File: src/rtl/sgt_pkg.sv
package sgt_pkg;
   localparam int BUS_AW  = 32;
   localparam int FIELD_W = 16;
   localparam int SEGLEN_W = 17;

   localparam logic [7:0] ATTR_XFER = 8'h21;
   localparam logic [7:0] ATTR_END  = 8'h03;

   // 64-bit little-endian descriptor word: attr lands in byte 0
   typedef struct packed {
      logic [BUS_AW-1:0]  addr;
      logic [FIELD_W-1:0] len;
      logic [7:0]         rsvd;
      logic [7:0]         attr;
   } desc_t;

   typedef enum logic [2:0] {
      ST_IDLE, ST_TAKE, ST_HEAD, ST_BODY, ST_TERM, ST_DRAIN, ST_FIN
   } bld_state_t;
endpackage

File: src/rtl/sgt_split.sv
module sgt_split
   import sgt_pkg::*;
(
   input  logic [BUS_AW-1:0]   seg_a,
   input  logic [SEGLEN_W-1:0] seg_l,
   output logic [SEGLEN_W-1:0] head_len,
   output logic [BUS_AW-1:0]   body_addr,
   output logic [SEGLEN_W-1:0] body_len,
   output logic                has_body
);
   logic [1:0]          head_raw;
   logic [SEGLEN_W-1:0] head_ext;

   always_comb begin
      head_raw  = 2'(3'd4 - {1'b0, seg_a[1:0]});
      head_ext  = {{(SEGLEN_W-2){1'b0}}, head_raw};
      head_len  = (seg_l < head_ext) ? seg_l : head_ext;
      has_body  = (seg_l > head_ext);
      body_len  = seg_l - head_ext;
      body_addr = seg_a + {{(BUS_AW-2){1'b0}}, head_raw};
   end
endmodule

File: src/rtl/sgt_slot_ctr.sv
module sgt_slot_ctr
   import sgt_pkg::*;
#(
   parameter int                SLOTS = 128,
   parameter logic [BUS_AW-1:0] BASE  = 32'h0001_0000,
   localparam int               SC_W  = $clog2(SLOTS+1)
)(
   input  logic              clk,
   input  logic              rst_n,
   input  logic              clr,
   input  logic              adv,
   output logic [BUS_AW-1:0] slot_addr,
   output logic              full
);
   logic [SC_W-1:0] used;

   always_ff @(posedge clk or negedge rst_n) begin
      if (!rst_n)   used <= '0;
      else if (clr) used <= '0;
      else if (adv) used <= used + 1'b1;
   end

   assign full      = (used == SC_W'(SLOTS));
   assign slot_addr = BASE + (BUS_AW'(used) << 2);
endmodule

File: src/rtl/sgt_pack.sv
module sgt_pack
   import sgt_pkg::*;
(
   input  logic [7:0]          attr,
   input  logic [SEGLEN_W-1:0] len,
   input  logic [BUS_AW-1:0]   addr,
   output logic [63:0]         word
);
   desc_t d;
   always_comb begin
      d.attr = attr;
      d.rsvd = 8'h00;
      d.len  = len[FIELD_W-1:0];
      d.addr = addr;
   end
   assign word = d;
endmodule

File: src/rtl/sg_table_builder.sv
module sg_table_builder
   import sgt_pkg::*;
#(
   parameter int                MAX_SEGS    = 128,
   parameter logic [BUS_AW-1:0] BOUNCE_BASE = 32'h0001_0000,
   localparam int               MAX_DESC    = 2*MAX_SEGS + 1,
   localparam int               IDX_W       = $clog2(MAX_DESC),
   localparam int               CNT_W       = $clog2(MAX_DESC+1)
)(
   input  logic                clk,
   input  logic                rst_n,
   input  logic                start,
   input  logic                seg_valid,
   output logic                seg_ready,
   input  logic [BUS_AW-1:0]   seg_addr,
   input  logic [SEGLEN_W-1:0] seg_len,
   input  logic                seg_last,
   output logic                desc_we,
   output logic [IDX_W-1:0]    desc_idx,
   output logic [63:0]         desc_wdata,
   output logic                done,
   output logic [CNT_W-1:0]    desc_count,
   output logic [CNT_W+2:0]    table_bytes,
   output logic                err_len,
   output logic                err_ovf
);
   if (MAX_SEGS < 1) begin : g_bad_segs
      $error("sg_table_builder: MAX_SEGS must be at least 1");
   end
   if (BOUNCE_BASE[1:0] != 2'b00) begin : g_bad_base
      $error("sg_table_builder: BOUNCE_BASE must be 4-byte aligned");
   end

   localparam logic [SEGLEN_W-1:0] LEN_MAX = SEGLEN_W'(65536);

   bld_state_t          state;
   logic [CNT_W-1:0]    idx;
   logic [BUS_AW-1:0]   cur_addr;
   logic [SEGLEN_W-1:0] cur_len;
   logic                cur_last;
   logic                err_len_q, err_ovf_q;

   logic [SEGLEN_W-1:0] head_len, body_len;
   logic [BUS_AW-1:0]   body_addr, slot_addr;
   logic                has_body, slot_full, room, in_bad, take;
   logic [7:0]          w_attr;
   logic [SEGLEN_W-1:0] w_len;
   logic [BUS_AW-1:0]   w_addr;

   sgt_split u_split (
      .seg_a(cur_addr), .seg_l(cur_len), .head_len(head_len),
      .body_addr(body_addr), .body_len(body_len), .has_body(has_body)
   );

   sgt_slot_ctr #(.SLOTS(MAX_SEGS), .BASE(BOUNCE_BASE)) u_slots (
      .clk(clk), .rst_n(rst_n),
      .clr(state == ST_IDLE && start),
      .adv(state == ST_HEAD && room && !slot_full),
      .slot_addr(slot_addr), .full(slot_full)
   );

   sgt_pack u_pack (.attr(w_attr), .len(w_len), .addr(w_addr), .word(desc_wdata));

   assign room   = (idx < CNT_W'(MAX_DESC-1));
   assign in_bad = (seg_len == '0) || (seg_len > LEN_MAX);
   assign take   = seg_valid && seg_ready;

   always_comb begin
      case (state)
         ST_HEAD: begin w_attr = ATTR_XFER; w_len = head_len; w_addr = slot_addr; end
         ST_BODY: begin w_attr = ATTR_XFER; w_len = body_len; w_addr = body_addr; end
         default: begin w_attr = ATTR_END;  w_len = '0;       w_addr = '0;        end
      endcase
   end

   assign seg_ready   = (state == ST_TAKE) || (state == ST_DRAIN);
   assign desc_we     = (state == ST_HEAD && room && !slot_full) ||
                        (state == ST_BODY && room) || (state == ST_TERM);
   assign desc_idx    = idx[IDX_W-1:0];
   assign done        = (state == ST_FIN);
   assign desc_count  = idx;
   assign table_bytes = {idx, 3'b000};
   assign err_len     = err_len_q;
   assign err_ovf     = err_ovf_q;

   always_ff @(posedge clk or negedge rst_n) begin
      if (!rst_n) begin
         state     <= ST_IDLE;
         idx       <= '0;
         cur_addr  <= '0;
         cur_len   <= '0;
         cur_last  <= 1'b0;
         err_len_q <= 1'b0;
         err_ovf_q <= 1'b0;
      end else begin
         case (state)
            ST_IDLE: if (start) begin
               idx       <= '0;
               err_len_q <= 1'b0;
               err_ovf_q <= 1'b0;
               state     <= ST_TAKE;
            end
            ST_TAKE: if (take) begin
               cur_addr <= seg_addr;
               cur_len  <= seg_len;
               cur_last <= seg_last;
               if (in_bad) begin
                  err_len_q <= 1'b1;
                  state     <= seg_last ? ST_TERM : ST_TAKE;
               end else if (seg_addr[1:0] != 2'b00) begin
                  state <= ST_HEAD;
               end else begin
                  state <= ST_BODY;
               end
            end
            ST_HEAD: if (!room || slot_full) begin
               err_ovf_q <= 1'b1;
               state     <= cur_last ? ST_FIN : ST_DRAIN;
            end else begin
               idx   <= idx + 1'b1;
               state <= has_body ? ST_BODY : (cur_last ? ST_TERM : ST_TAKE);
            end
            ST_BODY: if (!room) begin
               err_ovf_q <= 1'b1;
               state     <= cur_last ? ST_FIN : ST_DRAIN;
            end else begin
               idx   <= idx + 1'b1;
               state <= cur_last ? ST_TERM : ST_TAKE;
            end
            ST_TERM: begin
               idx   <= idx + 1'b1;
               state <= ST_FIN;
            end
            ST_DRAIN: if (take && seg_last) state <= ST_FIN;
            ST_FIN:   state <= ST_IDLE;
            default:  state <= ST_IDLE;
         endcase
      end
   end
endmodule

File: config.mk
export PLATFORM = sky130hd
export DESIGN_NAME = sg_table_builder
export DESIGN_NICKNAME = d
export VERILOG_FILES = /design/src/rtl/sgt_pkg.sv /design/src/rtl/sgt_split.sv /design/src/rtl/sgt_slot_ctr.sv /design/src/rtl/sgt_pack.sv /design/src/rtl/sg_table_builder.sv
export SDC_FILE = /design/constraint.sdc
export NUM_CORES = 1
export LEC_CHECK = 0
export BUFFER_PORTS_ARGS = -buffer_cell sky130_fd_sc_hd__buf_2
export CORE_MARGIN = 4
export CORE_UTILIZATION = 52
export DETAILED_ROUTE_END_ITERATION = 7
export PLACE_DENSITY = 0.82
export SLEW_MARGIN = 10
export SYNTH_ARGS = -nofsm -noshare
export SYNTH_HDL_FRONTEND = slang
export SYNTH_SLANG_ARGS = --single-unit
File: constraint.sdc
create_clock -name clk -period 3.38 [get_ports clk]
set_clock_uncertainty 0.15 [all_clocks]
set_input_delay 0.338 -clock clk [delete_from_list [all_inputs] [get_ports clk]]
set_output_delay 0.338 -clock clk [all_outputs]
set_load 0.05 [all_outputs]
; After elaboration in Yosys (flattened, before gate mapping)
; Index checks and enable logic that the tools add are counted.
[op_classes]
addsub = 6
n_lt_le_gt_ge = 4
n_eq_ne = 15
muxes = 29
reduce_logical = 26
[ops]
columns = op, n
row1 = one-hot mux 32 bit (2 select lines), 1
row2 = one-hot mux 9 bit (4 select lines), 1
row3 = adder 32 x 2 -> 32 bit, 1
row4 = one-hot mux 16 bit (2 select lines), 1
row5 = two-way mux 3 bit, 9
row6 = two-way mux 9 bit, 3
row7 = "adder 17 x 10 -> 18 bit, first input constant", 1
row8 = one-hot mux 3 bit (6 select lines), 1
row9 = "greater-than comparator 17 bit, second input constant", 1
row10 = greater-than comparator 17 x 2 -> 1 bit, 1
row11 = logical NOT 17 bit, 1
row12 = < comparator 17 x 2 -> 1 bit, 1
row13 = two-way mux 16 bit, 1
row14 = two-way mux 8 bit, 2
row15 = subtractor 16 x 2 -> 16 bit, 1
row16 = "!= test 2 bit, second input constant", 6
row17 = AND reduction 4 bit, 3
row18 = "adder 9 x 1 -> 9 bit, second input constant", 1
row19 = "== test 3 bit, second input constant", 3
row20 = "< comparator 9 bit, second input constant", 1
row21 = "adder 8 x 1 -> 8 bit, second input constant", 1
row22 = "== test 8 bit, second input constant", 1
row23 = "== test 3 x 2 -> 1 bit, second input constant", 2
row24 = logical AND 1 bit, 6
row25 = 17 further kinds, 30
[totals]
ff_bits = 72
in_bits = 54
output_inout_bits = 99
word_cells = 88

; Longest topological paths before layout
[logic_depth]
depth_word = 6
mapped_depth = 9
depth_no_buf = 9

; By module
; A second synthesis with hierarchy kept.
[hier_totals]
cells_unflattened = 752
area_unflattened_um2 = 5950.7
[modules_own_cells]
columns = mod, n_inst, cells_per_inst, area_each_um2, seq_area_each_um2
row1 = sg_table_builder, 1, 452, 3716.1, 1601.5
row2 = sgt_split, 1, 167, 1158.6, 0.0
row3 = sgt_slot_ctr, 1, 68, 591.8, 200.2
row4 = sgt_pack, 1, 65, 484.2, 0.0

; Worst setup path after synthesis
; OpenSTA, ideal clock, no wires.
[synth_timing]
path_kind = reg2out
startpoint = register cur_addr[0]
endpoint = output desc_wdata[29]
t_arrival_ps = 2650
t_required_ps = 2892
setup_slack_ps = 242
path_stages_with_launch = 9
n_path_buf = 0
path_cell_list = dfrtp_1 > inv_1 > ha_1 > inv_1 > ha_1 > nand2b_1 > nand4_1 > or3_1 > a21oi_1
[synth_via]
elab_chain_len = 4
word_cells_on_any_way = 5
classes_between = add/sub (2) / order compare (1) / mux (2)
[synth_lines]
columns = item, line_no
row1 = from (decl), sg_table_builder.sv:38  ; logic [BUS_AW-1:0] cur_addr;
row2 = from (signal assigned), sg_table_builder.sv:104  ; cur_addr <= seg_addr;
row3 = subtractor 1 x 2 -> 2 bit (*), sgt_split.sv:15  ; head_raw = 2'(3'd4 - {1'b0, seg_a[1:0]});
row4 = < comparator 17 x 2 -> 1 bit, sgt_split.sv:17  ; head_len = (seg_l < head_ext) ? seg_l : head_ext;
row5 = two-way mux 16 bit, sgt_split.sv:17
row6 = one-hot mux 16 bit (2 select lines) (*), sg_table_builder.sv:69  ; case (state)
row7 = to (decl), sg_table_builder.sv:20  ; output logic [63:0] desc_wdata,
; Mark *: on every way between the ends. The rest lies on a longest branch, timed or not.

; Worst setup path in the final report
[layout_timing]
startpoint = register cur_addr[0]
endpoint = output desc_wdata[16]
; Same word-level chain as after synthesis.

==> flow_metrics.tcl <==
set metrics [dict create \
    die_width_um 103.3 \
    async_reset_ff_share_pct 100.0 \
    reg2reg_depth 5 \
    vdd_ir_drop_max_mv 0.4815 \
    area.growth.synth_to_final_pct 17.98 \
    dp_slack_ps 305.1 \
    post_synth_num_cell_types 54 \
    drv.max_cap_violation_count 0 \
    instances_no_fill 724 \
    timing.setup.tns_ps 0 \
    largest_net_degree_at_the_start_of_global_routing 73 \
    numPortBuffers 134 \
    cts_tree "done" \
    detail_route.wl_per_cell_um 15.84 \
    placedCellCount 705 \
    grt-ovfl-total 0 \
    first_global_vias 3838 \
    ys_ff_latch 72 \
    route.antenna.remaining_nets 0 \
    clock_latency_ps 340 \
    rr_startpoint "state[0]$_DFFE_PN0P_" \
    yosys_warnings 0 \
    cts_sinks 72 \
    critical_path.cell_chain "inv_1 -> ha_4 -> inv_1 -> ha_1 -> nand2b_1 -> nand4_1 -> nor3_2 -> mux2i_1 -> o21a_1 -> buf_2" \
    floorplan.initialDensity_pct 53.93 \
    hpwlAfterDp_mm 8.618 \
    hold_viol 9 \
    synth_sequential_area_ratio_pct 38.13 \
    regToRegSetupSlack_ps 880 \
    cp.buffers_inverters 3 \
    fmax_mhz 308.1 \
    die_h_um 103.3 \
    synth_top_cells_by_area "dfrtp_1 (38%), mux2_2 (11%), xor2_1 (6.7%), buf_4 (6.2%), nor2_1 (5.2%)" \
    worst_setup_hold_path_clk_slew_ps 80 \
    top_flip_flop_cell_by_instance_count_after_synthesis "dfrtp_1" \
    cellPowerDensity_nw_per_um2 991.7 \
    vias 4075 \
    cts_htree_levels 3 \
    power.switching_fraction_pct 50.54 \
    comb_power_share_pct 55.0 \
    tightest_slew_ps 931.1 \
    drive_above_1_share_pct 36.10 \
    synth_edf_count 0 \
    worst_ep_arrival_time_ps 2760 \
    internal_power_uw 2735 \
    hp-class "in -> async" \
    die_area_um2 10680 \
    final_design_area_no_fill_um2 5575 \
    syn_inst 498 \
    fin_hold_ws_ps -13.36 \
    post_synth.cell_area_avg_um2 9.490 \
    grt_first_pass_wirelength_mm 17.97 \
    first_iter_violations 201 \
    boundaryPins 153 \
    nFillCells 737 \
    timing.final.ws_setup_ps 134.7 \
    critical_path.max_stage_delay_ps 400 \
    cp_common_cell "inv_1" \
    crit_family "adder cells" \
    worst-endpoint-required_ps 2890 \
    timing.setup.critical_path_class "reg -> out" \
    synth.cells.most_frequent "dfrtp_1 (72), nor2_1 (65), mux2_2 (45)" \
    gr-usage-all-layers_pct 21.27 \
    worst_path_max_delay_cell "dfrtp_1" \
    detail_route.first_pass.iterations 5 \
    clockRootBuffer "clkbuf_8" \
    critical_path.max_fanout 5 \
    worst_slew_margin_rel_pct 37.93 \
    netSwitchingPower_uw 2795 \
    post_placement_cell_area_um2 5290 \
    static-leakage-power_uw 0.002592 \
    failed_checks "negative hold slack" \
    most_used_standard_cell_by_instance_count_after_synthesis "dfrtp_1" \
    run_status "finished with violations" \
    final_max_slew_viol_count 0 \
    syn-cell-area_um2 4726 \
    viasPerCell 5.628 \
    rows 34 \
    antenna_violations_before_repair 2 \
    cts.path.max_buffers 2 \
    cp_endpoint_kind "primary output" \
    finalSetupViolations 0 \
    yosysTopAreaCell "dfrtp_1" \
    detail_route.wirelength_mm 11.47 \
    share_seq_of_total_power_pct 31.0 \
    post-route-drc-count 0 \
    ctsHoldBuffers 0 \
    numCtsBuffers 9 \
    tcrit_tclk_final_pct 96.02 \
    routabilityCongestion 0.8912 \
    netlist.area_leader.share_pct 38.13 \
    post-route-min-period_ps 3245 \
    nets 672 \
    cp-start-kind "flop" \
    clock_power_share_pct 14.0 \
    core-area_um2 8763 \
    critical_path.reg2reg.endpoint "cur_len[9]$_DFFE_PN0P_" \
]
## cell usage in the layout, fill, tap and decap left out, types with 2 or more instances in the layout
master,n
and2_1,4
mux2_2,45
or3_1,6
nand3_1,15
nor4_1,7
clkinv_4,2
nor3_2,3
o22ai_1,2
a21oi_1,15
o211ai_1,3
nor2_1,65
bufinv_16,2
o2111ai_1,5
clkbuf_8,10
nand4_1,12
mux2i_1,4
a22o_1,2
nor4_2,3
o21ai_0,18
nor2b_1,3
and4_1,5
nand2b_1,5
o21a_1,3
xnor2_1,17
inv_1,16
clkinvlp_4,2
ha_1,6
conb_1,18
nor3_1,7
nand2_1,18
a211oi_1,8
xor2_1,36
buf_2,130
or4_1,3
and3_1,8
buf_4,11
clkbuf_4,2
dfrtp_1,72
## metal layers
metal / vias up / wire length [µm] / GRT usage [%] / share of wire, %
met3: 16 / 1115 / 6.640 / 9.7
met5: - / 13 / 0 / 0.11
met2: 194 / 5468 / 35.32 / 48
met4: 2 / 147 / 5.578 / 1.3
li1: 1915 / - / - / -
met1: 1948 / 4722 / 27.03 / 41
## worst max path at each step
stage                            startpoint             end  slack (ps)  cells after the start
finish              cur_addr[0]$_DFFE_PN0P_  desc_wdata[16]         130                     10
detailed placement  cur_addr[0]$_DFFE_PN0P_  desc_wdata[17]         310                     10
CTS                 cur_addr[0]$_DFFE_PN0P_  desc_wdata[28]           8                      9
global placement    cur_addr[0]$_DFFE_PN0P_  desc_wdata[16]         400                     10
global route        cur_addr[0]$_DFFE_PN0P_  desc_wdata[28]         -30                      9
floorplan           cur_addr[0]$_DFFE_PN0P_  desc_wdata[29]         240                      8
## worst register-to-register path, cell delays in order (launching register included)
cell,delay [ps]
dfrtp_1,710
nand2_1,200
inv_1,130
and3_2,550
buf_4,290
mux2_2,360
## what timing repair did
action / 4_1_cts / 5_1_grt
gates resized for setup: 0 / 8
hold endpoints to repair: 0 / 0
setup buffers: 2 / 0
pin swaps: 1 / 0
setup endpoints to repair: 2 / 8
## sequential cells by signal, indices dropped and copies added, names as in the netlist
register / flops
desc_count: 9
cur_last: 1
u_slots.used: 8
err_len: 1
cur_addr: 32
err_ovf: 1
cur_len: 17
state: 3
## area by class of cell
cell class	count	area [µm²]	share of cell area, %
Antenna cell	1	2.502	0.04488
Clock inverter	6	92.59	1.661
Inverter	16	60.06	1.077
Multi-Input combinational cell	367	2577	46.23
Sequential cell	72	1802	32.32
Timing Repair Buffer	144	768.2	13.78
Tap cell	108	135.1	2.424
Clock buffer	10	137.6	2.469
## power by group through the flow
| stage | clock network, µW | registers [µW] | logic, µW |
|---|---|---|---|
| after floorplan | 0 | 1670 | 2420 |
| after global placement | 0 | 1680 | 2930 |
| after detailed placement | 0 | 1710 | 3010 |
| after CTS | 791 | 1700 | 3020 |
| after global routing | 836 | 1780 | 3250 |
| final | 775 | 1720 | 3040 |
## per-stage QoR
step,power [µW],util (%)
floorplan,4090,-
global placement,4606,60.37
detailed placement,4721,60.37
CTS,5509,63.16
global route,5873,63.62
finish,5529,63.62
## kinds of logic (layout without fill, tap and decap cells)
kind of cell,count (synthesis),in the layout,share of synthesized area (%)
flip-flops,72,72,38.13
AO/OA/AOI/OAI,64,64,8.870
other,2,19,0.1589
XOR/XNOR,53,53,9.823
adder cells (fa/ha/maj),8,8,2.277
AND/OR/NAND/NOR,175,175,19.91
buffers and inverters,75,176,9.267
multiplexers,49,49,11.57
Power figures use the tool's default switching activity.
